--- src/rtl/ppi_pkg.sv ---
package ppi_pkg;
  // control register bit positions (neighbouring handshake units decode these)
  localparam int CTL_W      = 6;
  localparam int CTL_IE1    = 0;
  localparam int CTL_EDGE1  = 1;
  localparam int CTL_OSEL   = 2;
  localparam int CTL_IE2    = 3;
  localparam int CTL_C2OUT  = 5;
  localparam int STAT_W     = 8;

  typedef enum logic [1:0] {
    LOC_DATA_A = 2'd0,
    LOC_DATA_B = 2'd1,
    LOC_CTRL_A = 2'd2,
    LOC_CTRL_B = 2'd3
  } loc_e;
endpackage

--- src/rtl/ppi_loc_decode.sv ---
module ppi_loc_decode #(
  parameter int NPORT = 2,
  localparam int SELW = $clog2(2 * NPORT)
) (
  input  logic             cs,
  input  logic             rd_en,
  input  logic             wr_en,
  input  logic [SELW-1:0]  reg_sel,
  output logic [NPORT-1:0] data_rd,
  output logic [NPORT-1:0] data_wr,
  output logic [NPORT-1:0] ctrl_wr,
  output logic             rd_active
);
  // data locations occupy 0..NPORT-1, control locations NPORT..2*NPORT-1
  for (genvar p = 0; p < NPORT; p++) begin : g_port
    localparam logic [SELW-1:0] DLOC = SELW'(p);
    localparam logic [SELW-1:0] CLOC = SELW'(NPORT + p);
    assign data_rd[p] = cs && rd_en && (reg_sel == DLOC);
    assign data_wr[p] = cs && wr_en && (reg_sel == DLOC);
    assign ctrl_wr[p] = cs && wr_en && (reg_sel == CLOC);
  end
  assign rd_active = cs && rd_en;
endmodule

--- src/rtl/ppi_port_unit.sv ---
module ppi_port_unit
  import ppi_pkg::*;
#(
  parameter int DW = 8
) (
  input  logic              clk,
  input  logic              rst_n,
  input  logic              data_rd,
  input  logic              data_wr,
  input  logic              ctrl_wr,
  input  logic [DW-1:0]     wdata,
  input  logic [DW-1:0]     pins,
  input  logic              flag1,
  input  logic              flag2,
  output logic [CTL_W-1:0]  ctrl,
  output logic [DW-1:0]     dir,
  output logic [DW-1:0]     drive,
  output logic [DW-1:0]     data_view,
  output logic [STAT_W-1:0] ctrl_view,
  output logic              irq,
  output logic              rd_pulse,
  output logic              wr_pulse
);
  logic [DW-1:0] out_q;
  logic          osel;
  logic          c2_in;

  assign osel  = ctrl[CTL_OSEL];
  assign c2_in = ~ctrl[CTL_C2OUT];

  always_ff @(posedge clk) begin
    if (!rst_n) begin
      out_q <= '0;
      dir   <= '0;
      ctrl  <= '0;
    end else begin
      if (data_wr) begin
        if (osel) out_q <= wdata;
        else      dir   <= wdata;
      end
      if (ctrl_wr) ctrl <= wdata[CTL_W-1:0];
    end
  end

  // the latch is kept unmasked; masking happens on the way out
  assign drive     = out_q & dir;
  assign data_view = osel ? (drive | (pins & ~dir)) : dir;
  assign ctrl_view = {flag1, flag2 & c2_in, ctrl};
  assign irq       = (flag1 & ctrl[CTL_IE1]) | (flag2 & ctrl[CTL_IE2] & c2_in);
  assign rd_pulse  = data_rd & osel;
  assign wr_pulse  = data_wr & osel;
endmodule

--- src/rtl/ppi_read_mux.sv ---
module ppi_read_mux
  import ppi_pkg::*;
#(
  parameter int DW    = 8,
  parameter int NPORT = 2,
  localparam int SELW = $clog2(2 * NPORT)
) (
  input  logic              rd_active,
  input  logic [SELW-1:0]   reg_sel,
  input  logic [DW-1:0]     data_view [NPORT],
  input  logic [STAT_W-1:0] ctrl_view [NPORT],
  output logic [DW-1:0]     rdata
);
  always_comb begin
    rdata = '0;
    if (rd_active) begin
      for (int p = 0; p < NPORT; p++) begin
        if (reg_sel == SELW'(p))         rdata = data_view[p];
        if (reg_sel == SELW'(NPORT + p)) rdata = DW'(ctrl_view[p]);
      end
    end
  end
endmodule

--- src/rtl/ppi_regfile.sv ---
module ppi_regfile
  import ppi_pkg::*;
#(
  parameter int DW = 8
) (
  input  logic             clk,
  input  logic             rst_n,
  input  logic             cs,
  input  logic             rd_en,
  input  logic             wr_en,
  input  logic [1:0]       reg_sel,
  input  logic [DW-1:0]    wdata,
  output logic [DW-1:0]    rdata,
  input  logic [DW-1:0]    pa_in,
  input  logic [DW-1:0]    pb_in,
  output logic [DW-1:0]    pa_drive,
  output logic [DW-1:0]    pa_dir,
  output logic [DW-1:0]    pb_drive,
  output logic [DW-1:0]    pb_dir,
  input  logic             a_flag1,
  input  logic             a_flag2,
  input  logic             b_flag1,
  input  logic             b_flag2,
  output logic [CTL_W-1:0] a_ctrl,
  output logic [CTL_W-1:0] b_ctrl,
  output logic             a_rd_pulse,
  output logic             a_wr_pulse,
  output logic             b_rd_pulse,
  output logic             b_wr_pulse,
  output logic             irq_a,
  output logic             irq_b
);
  localparam int NPORT = 2;

  logic [NPORT-1:0]  data_rd, data_wr, ctrl_wr;
  logic              rd_active;
  logic [DW-1:0]     pins      [NPORT];
  logic [DW-1:0]     dir       [NPORT];
  logic [DW-1:0]     drive     [NPORT];
  logic [DW-1:0]     data_view [NPORT];
  logic [STAT_W-1:0] ctrl_view [NPORT];
  logic [CTL_W-1:0]  ctrl      [NPORT];
  logic [NPORT-1:0]  flag1, flag2, irq, rd_pulse, wr_pulse;

  assign pins[0] = pa_in;
  assign pins[1] = pb_in;
  assign flag1   = {b_flag1, a_flag1};
  assign flag2   = {b_flag2, a_flag2};

  ppi_loc_decode #(.NPORT(NPORT)) dec_i (
    .cs(cs), .rd_en(rd_en), .wr_en(wr_en), .reg_sel(reg_sel),
    .data_rd(data_rd), .data_wr(data_wr), .ctrl_wr(ctrl_wr),
    .rd_active(rd_active)
  );

  for (genvar p = 0; p < NPORT; p++) begin : g_unit
    ppi_port_unit #(.DW(DW)) unit_i (
      .clk(clk), .rst_n(rst_n),
      .data_rd(data_rd[p]), .data_wr(data_wr[p]), .ctrl_wr(ctrl_wr[p]),
      .wdata(wdata), .pins(pins[p]),
      .flag1(flag1[p]), .flag2(flag2[p]),
      .ctrl(ctrl[p]), .dir(dir[p]), .drive(drive[p]),
      .data_view(data_view[p]), .ctrl_view(ctrl_view[p]),
      .irq(irq[p]), .rd_pulse(rd_pulse[p]), .wr_pulse(wr_pulse[p])
    );
  end

  ppi_read_mux #(.DW(DW), .NPORT(NPORT)) mux_i (
    .rd_active(rd_active), .reg_sel(reg_sel),
    .data_view(data_view), .ctrl_view(ctrl_view), .rdata(rdata)
  );

  assign pa_drive   = drive[0];
  assign pb_drive   = drive[1];
  assign pa_dir     = dir[0];
  assign pb_dir     = dir[1];
  assign a_ctrl     = ctrl[0];
  assign b_ctrl     = ctrl[1];
  assign irq_a      = irq[0];
  assign irq_b      = irq[1];
  assign a_rd_pulse = rd_pulse[0];
  assign b_rd_pulse = rd_pulse[1];
  assign a_wr_pulse = wr_pulse[0];
  assign b_wr_pulse = wr_pulse[1];
endmodule

--- config.mk ---
export PLATFORM = sky130hd
export DESIGN_NAME = ppi_regfile
export DESIGN_NICKNAME = d
export VERILOG_FILES = /design/src/rtl/ppi_pkg.sv /design/src/rtl/ppi_loc_decode.sv /design/src/rtl/ppi_port_unit.sv /design/src/rtl/ppi_read_mux.sv /design/src/rtl/ppi_regfile.sv
export SDC_FILE = /design/constraint.sdc
export NUM_CORES = 1
export LEC_CHECK = 0
export ABC_CLOCK_PERIOD_IN_PS = 2420
export BUFFER_PORTS_ARGS = -buffer_cell sky130_fd_sc_hd__buf_2
export CORE_AREA = 2 2 75 77
export DETAILED_ROUTE_END_ITERATION = 16
export DIE_AREA = 0 0 77 79
export PLACE_DENSITY = 0.88
export REMOVE_ABC_BUFFERS = 1
export SLEW_MARGIN = 5
export SYNTH_ARGS = -nofsm -noshare
export SYNTH_HDL_FRONTEND = slang
export SYNTH_SLANG_ARGS = --single-unit
--- constraint.sdc ---
create_clock -name clk -period 2.42 [get_ports clk]
set_clock_uncertainty 0.2 [all_clocks]
set_input_delay 0 -clock clk [delete_from_list [all_inputs] [get_ports clk]]
set_output_delay 0 -clock clk [all_outputs]
set_load 0.01 [all_outputs]
==> results of run 1 <==
==> worst max path at each step <==
stage	cells past startpoint	end
2_1_floorplan	3	rdata[6]
3_3_place_gp	4	rdata[6]
3_5_place_dp	3	g_unit[1].unit_i.out_q[2]
4_1_cts	4	rdata[6]
5_1_grt	4	rdata[6]
6_report	3	b_rd_pulse
==> state kept, by name (all words and copies together), names as in the netlist <==
register	count
g_unit.unit_i.dir	16
g_unit.unit_i.out_q	16
g_unit.unit_i.ctrl	12
==> where the power goes <==
| group | internal (mW) | switching (mW) |
|---|---|---|
| Combinational | 0.0820 | 0.118 |
| Clock | 0.228 | 0.249 |
| Sequential | 0.733 | 0.0139 |
==> final cells by class <==
class | instances | area, sq um | share of cell area, %
repair buffers | 102 | 556 | 17.7
clock buffers | 6 | 82.6 | 2.63
well taps | 72 | 90.1 | 2.87
multi-input cells | 229 | 1500 | 47.8
flip-flops and latches | 44 | 881 | 28.1
clock inverters | 2 | 10.0 | 0.319
inverters | 5 | 18.8 | 0.599
==> timing repair <==
item	in CTS	in global routing
hold buffers	8	0
gates resized for setup	0	0
hold endpoints to repair	44	0
==> through the flow <==
stage	setup slack [ns]	cell area [sq um]	util, %	instances
global placement	0.638	2960	55.5	444
floorplan	0.811	2400	-	278
finish	0.221	3140	58.7	460
global route	0.0746	3140	58.7	460
CTS	0.242	3140	58.7	460
detailed placement	0.575	2960	55.5	444
==> per-layer routing <==
metal  wire, microns  vias up
li1                -     1271
met1            3390     1283
met2            3580      158
met3             569       30
met4             257        0
met5               0        -
==> Yosys cell counts, types with 2 or more instances <==
cell,instances,area [sq um]
a311o_1,2,20.0
dfxtp_1,44,881
nand3_1,34,170
nor2_1,5,18.8
buf_4,2,15.0
buf_2,3,15.0
nand2b_1,6,37.5
a21boi_0,2,15.0
inv_1,5,18.8
a32o_1,8,80.1
nand3b_1,2,15.0
a21boi_1,30,225
a21oi_1,19,95.1
and2_1,17,106
o21ai_0,43,215
buf_6,7,78.8
a21o_1,2,15.0
clkbuf_1,13,48.8
mux2i_1,12,120
nor3_1,2,10.0
a311oi_1,2,17.5
nor2b_1,14,87.6
nand2_1,4,15.0
and3b_1,13,114
==> worst register-to-register path: stages, from the launching register on <==
cell and delay (ns):
dfxtp_1 0.73, nor2b_1 0.58, nand3_1 0.17, a21boi_0 0.18
==> kinds of logic after synthesis <==
| group | Yosys count | share of synthesized area [%] |
|---|---|---|
| AOI/OAI and AO/OA | 112 | 28.2 |
| buffers and inverters | 31 | 7.09 |
| DFF | 44 | 34.4 |
| muxes | 12 | 4.69 |
| and+or+nand+nor | 105 | 25.7 |
==> results_dict.tcl, run 1 <==
set metrics [dict create \
    cts_inserted_buffers 5 \
    synth_cells 304 \
    initial_core_util_pct 48.0 \
    r2r_setup_slack_ns 0.49 \
    worstReg2RegStart "g_unit[0].unit_i.ctrl[2]" \
    first_global_vias 2460 \
    final_cell_mix "92 x buf_2, 44 x dfxtp_1, 43 x o21ai_0" \
    ys_warn_count 0 \
    grt_usage_pct 25.2 \
    drt_wl_total_microns 7800 \
    critPathSlowestCell "dfxtp_1" \
    fin_crit_ns 2.20 \
    ant_nets 0 \
    status "completed" \
    hp-start "rst_n" \
    routed-via-count 2742 \
    path_cells "nand2_1 -> nor3_1 -> buf_2" \
    crit_path_max_fanout 23 \
    drc 0 \
    p_leak_nw 1.43 \
    power_mw 1.43 \
    setup_tns_ns 0 \
    diodes 0 \
    async_reset_ff_share_pct 0 \
    hold_viol 0 \
    ys_types 37 \
    crit_path_end_kind "output pin" \
    seq_area_frac_synth_pct 34.4 \
    nets 422 \
    reg2regPathDepth 3 \
    cts_num_sinks 44 \
    nFillCells 518 \
    worstPathRequired_ns 2.22 \
    place.gp.congestion 0.852 \
    worst_ir_drop_vdd_v 0.000245 \
    grt_util_met3_pct 4.66 \
    whs_ns 0.0757 \
    fp-row-count 27 \
    slowest_delay_ns 0.80 \
    path_clk_slew_ns 0.08 \
    die-area_sq_um 6080 \
    grt_busiest_layer "met2" \
    cts_tree "yes" \
    power_per_cell_area_nw_per_um2 454 \
    grt_antenna_before_repair 0 \
    synth_area_sq_um 2560 \
    critPathLaunchType "flip-flop" \
    fp.dieH_microns 79 \
    slew_violations 0 \
    drv_cap 0 \
    post_cts_buffers 0 \
    synth-edff-count 0 \
    place_hpwl_microns 5430 \
    io_buffers 92 \
    ys_ff_latch 44 \
    period_share_pct 90.9 \
    drive_gt1_share_pct 27.8 \
    final_common_cell "buf_2" \
    grt_setup_unrepaired "false" \
    insertion_delay_ns 0.30 \
    max_freq_ghz 0.455 \
    die_x_microns 77 \
    hp-class "in2reg" \
    worstPathArrival_ns 2.00 \
    hold_end "g_unit[1].unit_i.dir[1]" \
    area_growth_pct 22.5 \
    synthFlopType "dfxtp_1" \
    clk_path_buf_depth 2 \
    use_met1_pct 33.4 \
    slew_headroom_pct 51.3 \
    wl_per_cell_microns 17.0 \
    critPathKind "reg2out" \
    critPathLaunch "g_unit[1].unit_i.ctrl[2]" \
    drt_iter0_markers 275 \
    overflow 0 \
    pin_count 93 \
    hold_depth 2 \
    core_area_sq_um 5340 \
    setup_viol 0 \
    grt_pass1_wl_microns 12000 \
    cp_num_buf_inv 1 \
    first_pass_iters 5 \
    gr-usage-met2_pct 40.3 \
    grt_start_max_net_pins 45 \
    root_buffer "clkbuf_8" \
    reg2reg_to "g_unit[0].unit_i.out_q[2]" \
    drt-vias-per-instance 5.96 \
    crit_family "flip-flops" \
    syn_area_per_cell_sq_um 8.42 \
    h-tree-depth 2 \
    tightest_slew_ns 0.730 \
]
No activity file was read; power rests on OpenSTA's default activity.
==> run 2, diff against run 1 <==
--- a/config.mk
+++ b/config.mk
@@ -5,12 +5,12 @@
 export SDC_FILE = /design/constraint.sdc
 export NUM_CORES = 1
 export LEC_CHECK = 0
-export ABC_CLOCK_PERIOD_IN_PS = 2420
-export BUFFER_PORTS_ARGS = -buffer_cell sky130_fd_sc_hd__buf_2
+export ABC_CLOCK_PERIOD_IN_PS = 2540
 export CORE_AREA = 2 2 75 77
 export DETAILED_ROUTE_END_ITERATION = 16
 export DIE_AREA = 0 0 77 79
-export PLACE_DENSITY = 0.88
+export DONT_BUFFER_PORTS = 1
+export PLACE_DENSITY = 0.73
 export REMOVE_ABC_BUFFERS = 1
 export SLEW_MARGIN = 5
 export SYNTH_ARGS = -nofsm -noshare
==> constraint.sdc (replaced) <==
create_clock -name clk -period 2.54 [get_ports clk]
set_clock_uncertainty 0.2 [all_clocks]
set_input_delay 0 -clock clk [delete_from_list [all_inputs] [get_ports clk]]
set_output_delay 0 -clock clk [all_outputs]
set_load 0.01 [all_outputs]
==> run 2 against run 1 <==
  * Power shrank 6.7%
  * Highest routed layer unchanged
  * Sequential power shrank 4.1%
  * First-iteration DRC count shrank 4.7%
  * Largest power group unchanged
  * Largest cell class unchanged
  * Critical path type is now in2reg
  * Hold slack lost 0.068 ns
  * Register-to-register slack lost 0.07 ns
==> results_dict.tcl, run 2 (synthesis results as in run 1) <==
set metrics [dict create \
    status "completed" \
    cts_num_sinks 44 \
    crit_path_max_fanout 15 \
    cts_resized 0 \
    final_common_cell "dfxtp_1" \
    grt_usage_pct 25.6 \
    drc 0 \
    drt_iter0_markers 262 \
    fin_crit_ns 2.33 \
    power.clock.fraction_pct 34.4 \
    diodes 0 \
    cts_inserted_buffers 5 \
    power_frac_seq_pct 53.9 \
    worstPathArrival_ns 2.31 \
    hp-start "reg_sel[0]" \
    power_per_cell_area_nw_per_um2 460 \
    reg_top3 "g_unit.unit_i.dir (16), g_unit.unit_i.out_q (16), g_unit.unit_i.ctrl (12)" \
    area_growth_pct 12.9 \
    comb_power_share_pct 11.7 \
    crit_path_end_kind "flip-flop" \
    h-tree-depth 2 \
    grt_setup_unrepaired "false" \
    r2r_setup_slack_ns 0.42 \
    cts_tree "yes" \
    place_hpwl_microns 5210 \
    worstReg2RegStart "g_unit[0].unit_i.ctrl[2]" \
    slew_violations 0 \
    die-area_sq_um 6080 \
    critPathKind "in2reg" \
    placed_cells 353 \
    slew_headroom_pct 54.4 \
    fp-row-count 27 \
    drv_cap 0 \
    root_buffer "clkbuf_8" \
    clk_path_buf_depth 2 \
    max_freq_ghz 0.430 \
    io_buffers 0 \
    path_clk_slew_ns 0.08 \
    final_cell_mix "44 x dfxtp_1, 43 x o21ai_0, 34 x nand3_1" \
    drt_wl_total_microns 8070 \
    hold_buffers 28 \
    fp.dieH_microns 79 \
    post_cts_buffers 0 \
    first_pass_iters 4 \
    whs_ns 0.00794 \
    p_leak_nw 1.07 \
    p_sw_mw 0.343 \
    grt_pass1_wl_microns 12200 \
    ant_nets 0 \
    grt_antenna_before_repair 0 \
    nets 351 \
    intPower_mw 0.987 \
    critPathLaunch "reg_sel[1]" \
    tightest_slew_ns 0.682 \
    reg2reg_to "g_unit[0].unit_i.ctrl[2]" \
    drt-vias-per-instance 6.49 \
    worst_ir_drop_vdd_v 0.000293 \
    hold_end "rdata[5]" \
    place.gp.congestion 0.903 \
    overflow 0 \
    hold_viol 0 \
    setup_viol 0 \
    wl_per_cell_microns 20.7 \
    pin_count 93 \
    hold_depth 2 \
    drive_gt1_share_pct 5.05 \
    stdcell_count 389 \
    worstPathRequired_ns 2.53 \
    critPathLaunchType "primary input" \
    grt_start_max_net_pins 45 \
    hp-class "in2out" \
    p_sw_share_pct 25.8 \
    insertion_delay_ns 0.29 \
    core_area_sq_um 5340 \
    reg2regPathDepth 4 \
    initial_core_util_pct 48.0 \
    first_global_vias 2313 \
    die_x_microns 77 \
    period_share_pct 91.6 \
    setup_tns_ns 0 \
    routed-via-count 2525 \
]
run 2: cell count changes in the layout (fill, tap and decap cells not counted), sizes merged:
cell | before | now
clkbuf | 6 | 8
buf | 94 | 4
dlygate4sd3 | 8 | 27
clkinv | 2 | 0
run 2: how the worst max path moves through the flow:
stage,end,slack (ns),cells past startpoint
6_report,g_unit[0].unit_i.ctrl[4],0.21,6
5_1_grt,g_unit[0].unit_i.ctrl[4],0.22,6
4_1_cts,g_unit[0].unit_i.ctrl[4],0.28,6
3_5_place_dp,b_rd_pulse,0.81,2
3_3_place_gp,b_rd_pulse,0.82,2
2_1_floorplan,rdata[6],0.93,3
run 2: area by class of cell:
| type | instances | area, sq um |
|---|---|---|
| Clock buffer | 8 | 90.1 |
| Fill cell | 503 | 2450 |
| Inverter | 5 | 18.8 |
| Multi-Input combinational cell | 229 | 1500 |
| Sequential cell | 44 | 881 |
| Tap cell | 72 | 90.1 |
| Timing Repair Buffer | 31 | 313 |
run 2: power groups by stage:
stage,logic [mW],clock network (mW),registers (mW)
2_1_floorplan,0.0749,0,0.729
3_3_place_gp,0.0992,0,0.732
3_5_place_dp,0.101,0,0.733
4_1_cts,0.151,0.457,0.716
5_1_grt,0.164,0.482,0.718
6_report,0.155,0.458,0.716
run 2: metal layers:
layer	vias up	share of wire (%)	global-route usage [%]
li1	1140	-	-
met1	1243	43	32.8
met2	127	47	42.5
met3	15	7.9	6.48
met4	0	2.1	8.21
met5	-	0	0
run 2: worst max-delay path, cell delays in order:
cell and delay, ns:
dlygate4sd3_1 0.66, nand4b_2 0.28, mux2i_1 0.22, dlygate4sd3_1 0.56
nor2b_1 0.04, dlygate4sd3_1 0.55
run 2: metrics by stage:
step	setup slack (ns)	total power, mW	cell area, sq um	util, %
after global routing	0.218	1.36	2890	54.1
after floorplan	0.931	0.804	2400	-
final	0.213	1.33	2890	54.1
after global placement	0.817	0.832	2510	47.0
after CTS	0.281	1.32	2890	54.1
after detailed placement	0.809	0.834	2510	47.0
